**src/rtl/scp_pkg.sv**
```systemverilog
package scp_pkg;

    typedef enum logic [1:0] {
        PATH_LIN = 2'd0,
        PATH_SWZ = 2'd1,
        PATH_FBK = 2'd2
    } path_e;

    typedef enum logic [1:0] {
        ST_IDLE = 2'd0,
        ST_EMIT = 2'd1,
        ST_DONE = 2'd2
    } state_e;

endpackage

```
**src/rtl/scp_path_sel.sv**
```systemverilog
module scp_path_sel
    import scp_pkg::*;
#(
    parameter int DIMW       = 16,
    parameter int ALIGN_BITS = 6
) (
    input  logic                  src_swz,
    input  logic                  dst_swz,
    input  logic [DIMW-1:0]       dst_width,
    input  logic [DIMW-1:0]       dst_height,
    input  logic [2:0]            cpp,
    input  logic [ALIGN_BITS-1:0] dst_base_lo,
    output path_e                 path
);

    logic use_lin;
    logic use_swz;

    always_comb begin
        use_lin = (!src_swz && !dst_swz)
               || (dst_width  <= DIMW'(2))
               || (dst_height <= DIMW'(1));
        use_swz = !src_swz && dst_swz && (cpp != 3'd1)
               && (dst_base_lo == '0);
        if (use_lin)
            path = PATH_LIN;
        else if (use_swz)
            path = PATH_SWZ;
        else
            path = PATH_FBK;
    end

endmodule

```
**src/rtl/scp_offset.sv**
```systemverilog
module scp_offset #(
    parameter int CW   = 16,
    parameter int PW   = 16,
    parameter int OFFW = 32
) (
    input  logic [OFFW-1:0] base,
    input  logic [CW-1:0]   row,
    input  logic [CW-1:0]   col,
    input  logic [PW-1:0]   pitch,
    input  logic [2:0]      cpp,
    output logic [OFFW-1:0] off
);

    assign off = base + OFFW'(row) * OFFW'(pitch) + OFFW'(col) * OFFW'(cpp);

endmodule

```
**src/rtl/scp_walker.sv**
```systemverilog
module scp_walker
    import scp_pkg::*;
#(
    parameter int CW         = 16,
    parameter int CHUNK_ROWS = 2047,
    parameter int TILE_W     = 1024,
    parameter int TILE_H     = 1024
) (
    input  logic          clk,
    input  logic          rst_n,
    input  logic          req_valid,
    input  path_e         path_in,
    input  logic [CW-1:0] w_in,
    input  logic [CW-1:0] h_in,
    output logic          req_ready,
    input  logic          cmd_ready,
    output logic          cmd_valid,
    output path_e         path_q,
    output logic [CW-1:0] x_q,
    output logic [CW-1:0] y_q,
    output logic [CW-1:0] piece_w,
    output logic [CW-1:0] piece_h,
    output logic          done
);

    localparam logic [CW-1:0] CHUNK_C = CW'(CHUNK_ROWS);
    localparam logic [CW-1:0] TW_C    = CW'(TILE_W);
    localparam logic [CW-1:0] TH_C    = CW'(TILE_H);

    state_e        state, nxt;
    logic [CW-1:0] w_q, h_q;
    logic [CW-1:0] rem_w, rem_h;
    logic          accept, fire, last;

    assign accept = req_valid && req_ready;
    assign fire   = cmd_valid && cmd_ready;
    assign rem_w  = w_q - x_q;
    assign rem_h  = h_q - y_q;

    // piece geometry for the current position
    always_comb begin
        unique case (path_q)
            PATH_LIN: begin
                piece_w = w_q;
                piece_h = (rem_h > CHUNK_C) ? CHUNK_C : rem_h;
                last    = (rem_h <= CHUNK_C);
            end
            PATH_SWZ: begin
                piece_w = (rem_w > TW_C) ? TW_C : rem_w;
                piece_h = (rem_h > TH_C) ? TH_C : rem_h;
                last    = (rem_w <= TW_C) && (rem_h <= TH_C);
            end
            default: begin
                piece_w = w_q;
                piece_h = h_q;
                last    = 1'b1;
            end
        endcase
    end

    // state register
    always_ff @(posedge clk or negedge rst_n) begin
        if (!rst_n)
            state <= ST_IDLE;
        else
            state <= nxt;
    end

    // transitions: START, ZERO_SIZE, NEXT_PIECE, LAST_PIECE, RETIRE
    always_comb begin
        nxt = state;
        unique case (state)
            ST_IDLE: if (accept)
                         nxt = ((w_in == '0) || (h_in == '0)) ? ST_DONE : ST_EMIT;
            ST_EMIT: if (fire && last)
                         nxt = ST_DONE;
            ST_DONE: nxt = ST_IDLE;
            default: nxt = ST_IDLE;
        endcase
    end

    // outputs decoded from the state
    always_comb begin
        req_ready = 1'b0;
        cmd_valid = 1'b0;
        done      = 1'b0;
        unique case (state)
            ST_IDLE: req_ready = 1'b1;
            ST_EMIT: cmd_valid = 1'b1;
            ST_DONE: done      = 1'b1;
            default: ;
        endcase
    end

    // position counters
    always_ff @(posedge clk or negedge rst_n) begin
        if (!rst_n) begin
            path_q <= PATH_LIN;
            w_q    <= '0;
            h_q    <= '0;
            x_q    <= '0;
            y_q    <= '0;
        end else if (accept) begin
            path_q <= path_in;
            w_q    <= w_in;
            h_q    <= h_in;
            x_q    <= '0;
            y_q    <= '0;
        end else if (fire && !last) begin
            if (path_q == PATH_SWZ) begin
                if (rem_w <= TW_C) begin
                    x_q <= '0;
                    y_q <= y_q + TH_C;
                end else begin
                    x_q <= x_q + TW_C;
                end
            end else begin
                y_q <= y_q + piece_h;
            end
        end
    end

    assert_zero_done_R10: assert property (@(posedge clk) disable iff (!rst_n)
        accept && ((w_in == '0) || (h_in == '0)) |=> done && !cmd_valid);

    assert_done_after_last_R11: assert property (@(posedge clk) disable iff (!rst_n)
        fire && last |=> done);

    assert_done_single_R11: assert property (@(posedge clk) disable iff (!rst_n)
        done |=> !done && req_ready && !cmd_valid);

    assert_chunk_limit_R4: assert property (@(posedge clk) disable iff (!rst_n)
        cmd_valid && (path_q == PATH_LIN) |-> (piece_h <= CHUNK_C) && (piece_h != '0));

    assert_tile_limit_R6: assert property (@(posedge clk) disable iff (!rst_n)
        cmd_valid && (path_q == PATH_SWZ) |-> (piece_w <= TW_C) && (piece_h <= TH_C)
                                              && (piece_w != '0) && (piece_h != '0));

endmodule

```
**src/rtl/surf_copy_planner.sv**
```systemverilog
module surf_copy_planner
    import scp_pkg::*;
#(
    parameter int CW         = 16,
    parameter int DIMW       = 16,
    parameter int PW         = 16,
    parameter int OFFW       = 32,
    parameter int CHUNK_ROWS = 2047,
    parameter int TILE_W     = 1024,
    parameter int TILE_H     = 1024,
    parameter int ALIGN_BITS = 6
) (
    input  logic            clk,
    input  logic            rst_n,
    input  logic            req_valid,
    output logic            req_ready,
    input  logic            req_src_swz,
    input  logic            req_dst_swz,
    input  logic [DIMW-1:0] req_dst_width,
    input  logic [DIMW-1:0] req_dst_height,
    input  logic [2:0]      req_cpp,
    input  logic [OFFW-1:0] req_src_base,
    input  logic [OFFW-1:0] req_dst_base,
    input  logic [PW-1:0]   req_src_pitch,
    input  logic [PW-1:0]   req_dst_pitch,
    input  logic [CW-1:0]   req_sx,
    input  logic [CW-1:0]   req_sy,
    input  logic [CW-1:0]   req_dx,
    input  logic [CW-1:0]   req_dy,
    input  logic [CW-1:0]   req_w,
    input  logic [CW-1:0]   req_h,
    output logic            cmd_valid,
    input  logic            cmd_ready,
    output logic [1:0]      cmd_path,
    output logic [CW-1:0]   cmd_x,
    output logic [CW-1:0]   cmd_y,
    output logic [CW-1:0]   cmd_w,
    output logic [CW-1:0]   cmd_h,
    output logic [OFFW-1:0] cmd_src_off,
    output logic [OFFW-1:0] cmd_dst_off,
    output logic            done
);

    path_e           sel_path, path_q;
    logic [CW-1:0]   x_q, y_q, piece_w, piece_h;
    logic            accept;
    logic [2:0]      cpp_q;
    logic [OFFW-1:0] src_base_q, dst_base_q, src_lin, dst_lin;
    logic [PW-1:0]   src_pitch_q, dst_pitch_q;
    logic [CW-1:0]   sx_q, sy_q, dx_q, dy_q;
    logic [CW-1:0]   src_row, src_col, dst_row, dst_col;

    assign accept = req_valid && req_ready;

    scp_path_sel #(.DIMW(DIMW), .ALIGN_BITS(ALIGN_BITS)) u_sel (
        .src_swz     (req_src_swz),
        .dst_swz     (req_dst_swz),
        .dst_width   (req_dst_width),
        .dst_height  (req_dst_height),
        .cpp         (req_cpp),
        .dst_base_lo (req_dst_base[ALIGN_BITS-1:0]),
        .path        (sel_path)
    );

    scp_walker #(.CW(CW), .CHUNK_ROWS(CHUNK_ROWS), .TILE_W(TILE_W), .TILE_H(TILE_H)) u_walk (
        .clk       (clk),
        .rst_n     (rst_n),
        .req_valid (req_valid),
        .path_in   (sel_path),
        .w_in      (req_w),
        .h_in      (req_h),
        .req_ready (req_ready),
        .cmd_ready (cmd_ready),
        .cmd_valid (cmd_valid),
        .path_q    (path_q),
        .x_q       (x_q),
        .y_q       (y_q),
        .piece_w   (piece_w),
        .piece_h   (piece_h),
        .done      (done)
    );

    // request fields captured at acceptance
    always_ff @(posedge clk or negedge rst_n) begin
        if (!rst_n) begin
            cpp_q       <= '0;
            src_base_q  <= '0;
            dst_base_q  <= '0;
            src_pitch_q <= '0;
            dst_pitch_q <= '0;
            sx_q        <= '0;
            sy_q        <= '0;
            dx_q        <= '0;
            dy_q        <= '0;
        end else if (accept) begin
            cpp_q       <= req_cpp;
            src_base_q  <= req_src_base;
            dst_base_q  <= req_dst_base;
            src_pitch_q <= req_src_pitch;
            dst_pitch_q <= req_dst_pitch;
            sx_q        <= req_sx;
            sy_q        <= req_sy;
            dx_q        <= req_dx;
            dy_q        <= req_dy;
        end
    end

    assign src_row = sy_q + y_q;
    assign src_col = sx_q + x_q;
    assign dst_row = dy_q + y_q;
    assign dst_col = dx_q + x_q;

    scp_offset #(.CW(CW), .PW(PW), .OFFW(OFFW)) u_src_off (
        .base (src_base_q), .row (src_row), .col (src_col),
        .pitch(src_pitch_q), .cpp (cpp_q), .off (src_lin)
    );

    scp_offset #(.CW(CW), .PW(PW), .OFFW(OFFW)) u_dst_off (
        .base (dst_base_q), .row (dst_row), .col (dst_col),
        .pitch(dst_pitch_q), .cpp (cpp_q), .off (dst_lin)
    );

    // command fields per engine
    always_comb begin
        cmd_path = path_q;
        cmd_x    = dst_col;
        cmd_y    = dst_row;
        unique case (path_q)
            PATH_LIN: begin
                cmd_w       = piece_w;
                cmd_h       = piece_h;
                cmd_src_off = src_lin;
                cmd_dst_off = dst_lin;
            end
            PATH_SWZ: begin
                cmd_w       = piece_w + CW'(piece_w[0]);
                cmd_h       = piece_h + CW'(piece_h[0]);
                cmd_src_off = src_lin;
                cmd_dst_off = dst_base_q;
            end
            default: begin
                cmd_w       = piece_w;
                cmd_h       = piece_h;
                cmd_src_off = src_base_q;
                cmd_dst_off = dst_base_q;
            end
        endcase
    end

    assert_hold_stall_R12: assert property (@(posedge clk) disable iff (!rst_n)
        cmd_valid && !cmd_ready |=> cmd_valid && $stable(cmd_path) && $stable(cmd_x)
            && $stable(cmd_y) && $stable(cmd_w) && $stable(cmd_h)
            && $stable(cmd_src_off) && $stable(cmd_dst_off));

    assert_even_tile_R7: assert property (@(posedge clk) disable iff (!rst_n)
        cmd_valid && (cmd_path == 2'd1) |-> !cmd_w[0] && !cmd_h[0]);

    assert_no_accept_busy_R11: assert property (@(posedge clk) disable iff (!rst_n)
        cmd_valid |-> !req_ready);

endmodule

```
**config.mk**
```make
export PLATFORM = sky130hd
export DESIGN_NAME = surf_copy_planner
export DESIGN_NICKNAME = d
export VERILOG_FILES = /design/src/rtl/scp_pkg.sv /design/src/rtl/scp_path_sel.sv /design/src/rtl/scp_offset.sv /design/src/rtl/scp_walker.sv /design/src/rtl/surf_copy_planner.sv
export SDC_FILE = /design/constraint.sdc
export NUM_CORES = 2
export LEC_CHECK = 0
export BUFFER_PORTS_ARGS = -buffer_cell sky130_fd_sc_hd__buf_4
export CAP_MARGIN = 5
export CORE_MARGIN = 3
export CORE_UTILIZATION = 60
export CTS_CLUSTER_DIAMETER = 150
export DETAILED_ROUTE_END_ITERATION = 7
export PLACE_DENSITY_LB_ADDON = 0.1
export SLEW_MARGIN = 20
export SYNTH_ARGS = -nofsm -noshare
export SYNTH_HDL_FRONTEND = slang
export SYNTH_SLANG_ARGS = --single-unit
```
**constraint.sdc**
```tcl
create_clock -name clk -period 19.29 [get_ports clk]
set_clock_uncertainty 0.15 [all_clocks]
set_input_delay 0.9645 -clock clk [delete_from_list [all_inputs] [get_ports clk]]
set_output_delay 0.9645 -clock clk [all_outputs]
set_load 0.05 [all_outputs]
```
Word level (Yosys, flattened, before mapping) --
Cells that the tools add are included.
Operators by class: add/sub/neg operators 15, multiply operators 4, magnitude comparators 8, equal/unequal tests 7, mux-type cells 27, reduce and logical (&&, ||, !) cells 26
Operator list (count):
- $mux W16 | 14
- $add A16 B16 Y16 | 5
- $add A32 B19 Y32 | 2
- $add A32 B32 Y32 | 2
- $mul A16 B16 Y32 | 2
- $mux W32 | 2
- $gt A16 B11 Y1 const B | 3
- $le A16 B11 Y1 const B | 3
- $mul A16 B3 Y19 | 2
- $add A16 B1 Y16 | 2
- $add A16 B11 Y16 const B | 2
- $logic_not A16 Y1 | 2
- $pmux W16 S2 | 1
- $sub A16 B16 Y16 | 2
- $le A16 B1 Y1 const B | 1
- $le A16 B2 Y1 const B | 1
- $mux W2 | 5
- $logic_and A1 B1 Y1 | 9
- $logic_not A6 Y1 | 1
- $reduce_and A2 Y1 | 3
- $eq A2 B1 Y1 const B | 2
- $logic_not A2 Y1 | 2
- $pmux W2 S2 | 1
- $reduce_bool A2 Y1 | 2
- 10 further kinds | 16
Word-level totals: register bits 231, input port bits 233

Logic depth before layout (Yosys ltp) --
depth in word-level cells 8, mapped depth 40, gate-level depth less buffers 39

Modules after synthesis --
A second synthesis with hierarchy kept.
Unflattened totals: cells, all modules 4055, area total of the unflattened synthesis 37312.0 sq um
By module, submodules not included:
- scp_offset at u_dst_off | instances 1, cells each 1284, area each 11155.7 sq um
- scp_offset at u_src_off | instances 1, cells each 1271, area each 11064.4 sq um
- surf_copy_planner | instances 1, cells each 863, area each 10009.6 sq um
- scp_walker | instances 1, cells each 619, area each 4958.5 sq um
- scp_path_sel | instances 1, cells each 18, area each 123.9 sq um

Worst setup path after synthesis --
No wires, ideal clock.
path kind flip-flop to output port, start point register u_walk.y_q[0], end point output cmd_dst_off[29], data arrival time 10206 ps, setup slack 7970 ps, cell stages (with the launch flop) 35, path through dfrtp_1 ha_1 inv_1 fa_1 nor2b_1 o21ai_0 a21boi_1 o21ai_0 a21oi_1 o21a_1 nor2_1 a2bb2oi_1 a21oi_1 o311ai_1 clkbuf_1 and2_1 fa_1 fa_1 inv_1 fa_1 inv_1 fa_1 fa_1 fa_1 inv_1 fa_1 inv_1 ha_1 a21o_1 o21bai_1 a2111oi_1 nor3_1 a2111oi_0 o31ai_1 o31ai_1
Between the ends: word-level cells in the longest chain between the ends 5
Ends and longest elaborated chain:
- start: declaration | RTL line scp_walker.sv:20 | output logic [CW-1:0] y_q,
- start signal: assignment | RTL line scp_walker.sv:113 | y_q <= y_q + TH_C;
- start signal: assignment | RTL line scp_walker.sv:118 | y_q <= y_q + piece_h;
- $add A16 B16 Y16 | RTL line surf_copy_planner.sv:110 | assign dst_row = dy_q + y_q;
- named net cmd_y[14] | RTL line surf_copy_planner.sv:36 | output logic [CW-1:0] cmd_y,
- $mul A16 B16 Y32 | RTL line scp_offset.sv:14 | assign off = base + OFFW'(row) * OFFW'(pitch) + OFFW'(col) * OFFW'(cpp);
- $add A32 B32 Y32 | RTL line scp_offset.sv:14
- $add A32 B19 Y32 | RTL line scp_offset.sv:14
- $mux W32 | RTL line surf_copy_planner.sv:128 | unique case (path_q)
- end: declaration | RTL line surf_copy_planner.sv:40 | output logic [OFFW-1:0] cmd_dst_off,
The timed path passes the listed nets, and every way through them passes these cells.

Worst setup path after layout --
start point register u_walk.y_q[1], end point output cmd_dst_off[31]
Between the ends: word-level cells in the longest chain between the ends 5
Ends and longest elaborated chain (RTL line):
- $add A16 B16 Y16 | surf_copy_planner.sv:110
- $mul A16 B16 Y32 | scp_offset.sv:14
- $add A32 B32 Y32 | scp_offset.sv:14
- $add A32 B19 Y32 | scp_offset.sv:14
- $mux W32 | surf_copy_planner.sv:128
No other way between the ends.

==> run summary <==
From bottom edge to top edge, the die measures 251 um. The count of max-cap constraint violations was 0; the final critical path time including I/O delays and setup was 12.69 ns. The predominant post-synthesis flop cell is dfrtp_1. In this run the horizontal extent of the chip is 251 um. Buffers inserted to repair hold after CTS numbered 0.

The critical path's slowest cell is a2111oi_0. The remaining design rule violation count was 0. The run gives 18.18 ns as the required time of the worst setup path. Summing every instance area after synthesis gives 36200 um^2. Once detail routing completed, the nets flagged for antenna violations numbered 0. Cells with a size suffix above 1 make up 11.3% of the layout.

Counting every instance in the synthesized netlist gives 4309. Entering global routing, the biggest net connects 95 pins. The first global-routing pass estimated 162 mm of wire. The most numerous cell type found on the critical path is fa_1.

For this run, the total global-route usage over all layers was measured as 32.6%. Clock latency on the worst-skew pair, taken at its later pin, is 0.60 ns. Clock input transition at the sequential cells of the worst setup and hold paths: 0.07 ns. The worst-case clock buffer depth was 3. Clock tree synthesis inserted a total of 28 buffers. The initialized floorplan defines 89 standard-cell rows. Effective utilization at floorplan: 60.9%.

The cell class contributing the biggest share of worst-path delay is compound AO/OA/AOI/OAI gates. The fraction of synthesis flops using an asynchronous set or reset pin is 100%. Headroom to the max-slew limit came out at 30.1%. The routed length per placed instance was 18.9 um. The worst setup path is captured at an output pin. In this run the worst hold path is classified as in2async. The count of distinct cell types in the synthesized netlist was 84. For this block, the initial DRC count from the detailed router was 2178. The top cell type by area accounts for 30.1% of the synthesized area.

The run gives 0 as the final-report hold violation count. The tree is rooted in a clkbuf_16. Setup repair after global routing left no endpoint under its margin. Combined buffer and inverter count along the critical path: 8.

The remaining global-route overflow came out at 0. In this run the worst path has a maximum fanout of 17. The tightest hold path in the finished design has a slack of 0.205 ns.

The run gives 221 as the clock net sink count. By area the synthesized netlist is led by fa_1 (30%), dfrtp_1 (15%), ha_1 (11%). The run gives 101 mm as the aggregate routed wire length. In this run the count of I/O pins placed on the die edge is 366. The tools report the H-tree level count as 1. The biggest area contributor in the post-synthesis netlist is fa_1. Dividing the final minimum period by the clock period gives 65.8%.

The relative area change from synthesis to final layout is 12.1%, and the number of pins exceeding their max-slew limit in the final report is 0. The first detailed-routing pass took 6 iterations. TritonCTS built the clock tree. Detailed placement finished with a half-perimeter wire length of 79.8 mm.

The worst setup path category was reg2out. The sort of element at the start of the critical path was a flop. The number of antenna violations at the first check in global routing was 1; the transition time of the tightest slew-check pin was 1.04 ns. After the last flow step, the layout net total stands at 5647. Gates resized during post-CTS repair numbered 0. The largest single stage delay on the critical path is 0.86 ns.

The detail-routed via count per cell is 5.61. The via count of the first global-routing pass is 29800, and the setup TNS is 0 ns. Averaged over all synthesized cells, the footprint is 8.39 um^2. The number of flip-flops and latches in the synthesized netlist came out at 221. During synthesis, Yosys emitted a total of 0 warnings. The placeable core region was 59400 um^2.

The number of inserted diodes was 0; the number of enable-type register cells in the synthesized netlist was 0. The die area came out at 63200 um^2. The run finished with clean final reports. The highest achievable clock rate is 0.0788 GHz, and the sequential-to-total area share from yosys stat is 15.3%. Buffers placed on the I/O ports in this run total 364. At the worst endpoint, the arrival time is 11.58 ns. The final route contains 30000 vias. Setup violations remaining at the end of the flow were counted as 0. Post-CTS timing repair inserted 0 buffers for setup.

Routability-driven placement finished with a final weighted congestion of 0.932.
worst reg2reg max path, delay by kind of cell (launching register included):
kind | cells | cell delay [ns]
compound gates | 16 | 4.11
fa+ha+maj | 3 | 1.22
flops | 1 | 0.52
buf+inv | 2 | 0.31
xor+xnor | 1 | 0.14
simple gates | 3 | 0.33
logic make-up after synthesis:
logic type / Yosys count / share of synthesized area [%]
multiplexers: 8 / 0.232
adder cells (fa/ha/maj): 857 / 41.0
buffers and inverters: 989 / 10.4
XOR/XNOR: 142 / 3.44
AND/OR/NAND/NOR: 1560 / 20.3
flip-flops: 221 / 15.3
AO/OA/AOI/OAI: 530 / 9.36
other: 2 / 0.0208
Yosys cell counts (20+ instances only):
library cell	number
dfrtp_1	221
nand2_1	873
clkbuf_1	177
and2_1	317
nand4_1	42
o21ai_0	183
a21oi_1	101
nor3_1	35
xor2_1	59
o21a_1	22
xnor2_1	83
nor2_1	91
a31oi_1	28
nor4_1	25
or3_1	25
a21o_1	35
inv_1	794
o31ai_1	20
nand3_1	37
nor2b_1	47
ha_1	313
fa_1	544
layout make-up:
class / instances / area (um^2)
clock inverters: 14 / 146
flip-flops and latches: 221 / 5530
clock buffers: 37 / 826
inverters: 794 / 2980
repair buffers: 411 / 3090
fillers: 4964 / 18800
well taps: 773 / 967
multi-input cells: 3101 / 27000
sequential cells by signal, indices dropped and copies added, names as in the netlist, 16 cells and up:
| name | cells |
|---|---|
| dx_q | 16 |
| u_walk.h_q | 16 |
| dst_pitch_q | 16 |
| u_walk.w_q | 16 |
| u_walk.y_q | 16 |
| src_pitch_q | 16 |
| sx_q | 16 |
| dy_q | 16 |
| dst_base_q | 32 |
| src_base_q | 32 |
| sy_q | 16 |
worst paths after layout:
| kind | from | end | slack (ns) | cells after the start |
|---|---|---|---|---|
| min in group clk | dy_q[14] | dy_q[14] | 0.33 | 2 |
| setup reg to reg | u_walk.y_q[1] | u_walk.y_q[14] | 12.33 | 25 |
| hold reg to reg | dy_q[14] | dy_q[14] | 0.33 | 2 |
| setup / recovery | u_walk.y_q[1] | cmd_dst_off[31] | 6.60 | 38 |
| hold / removal | rst_n | dst_base_q[10] | 0.21 | 1 |
| max in group asynchronous | rst_n | u_walk.w_q[12] | 16.59 | 3 |
placed cells by master, fill, tap and decap left out, drive strengths merged, types with 8 or more instances in the layout:
| cell | instances |
|---|---|
| ha | 313 |
| nand2 | 873 |
| buf | 411 |
| dfrtp | 221 |
| o211ai | 8 |
| a21oi | 102 |
| nor3 | 40 |
| o21ai | 189 |
| nand3 | 38 |
| nand4 | 43 |
| and2 | 318 |
| xor2 | 59 |
| or3 | 25 |
| inv | 794 |
| nor2b | 47 |
| o41ai | 19 |
| nor4 | 26 |
| clkinv | 9 |
| nor2 | 92 |
| a31oi | 28 |
| or2 | 8 |
| o21bai | 19 |
| o31ai | 20 |
| and3 | 15 |
| fa | 544 |
| o311a | 8 |
| o21a | 23 |
| a21o | 35 |
| xnor2 | 83 |
| o311ai | 12 |
| nand2b | 17 |
| clkbuf | 37 |
| a211oi | 12 |
layer usage:
metal  up-vias  wire length, um  GRT usage [%]
met5         -               13              0
met4         2             3460           10.1
met3       180            11300           8.18
met2      1326            43800           49.2
met1     14600            42600           46.5
li1      13900                -              -
per-stage QoR:
step | utilization (%) | setup slack (ns) | std cells | area [um^2]
final | 68.3 | 6.60 | 5351 | 40500
after global routing | 68.3 | 6.03 | 5351 | 40500
after CTS | 68.3 | 6.69 | 5351 | 40500
after detailed placement | 66.7 | 7.42 | 5300 | 39600
after global placement | 66.7 | 7.53 | 5300 | 39600
after floorplan | - | 7.97 | 4311 | 36200
Power is left out: the tool's default activity adds up to more than one toggle a clock period on the data nets, which glitch-free logic cannot reach.
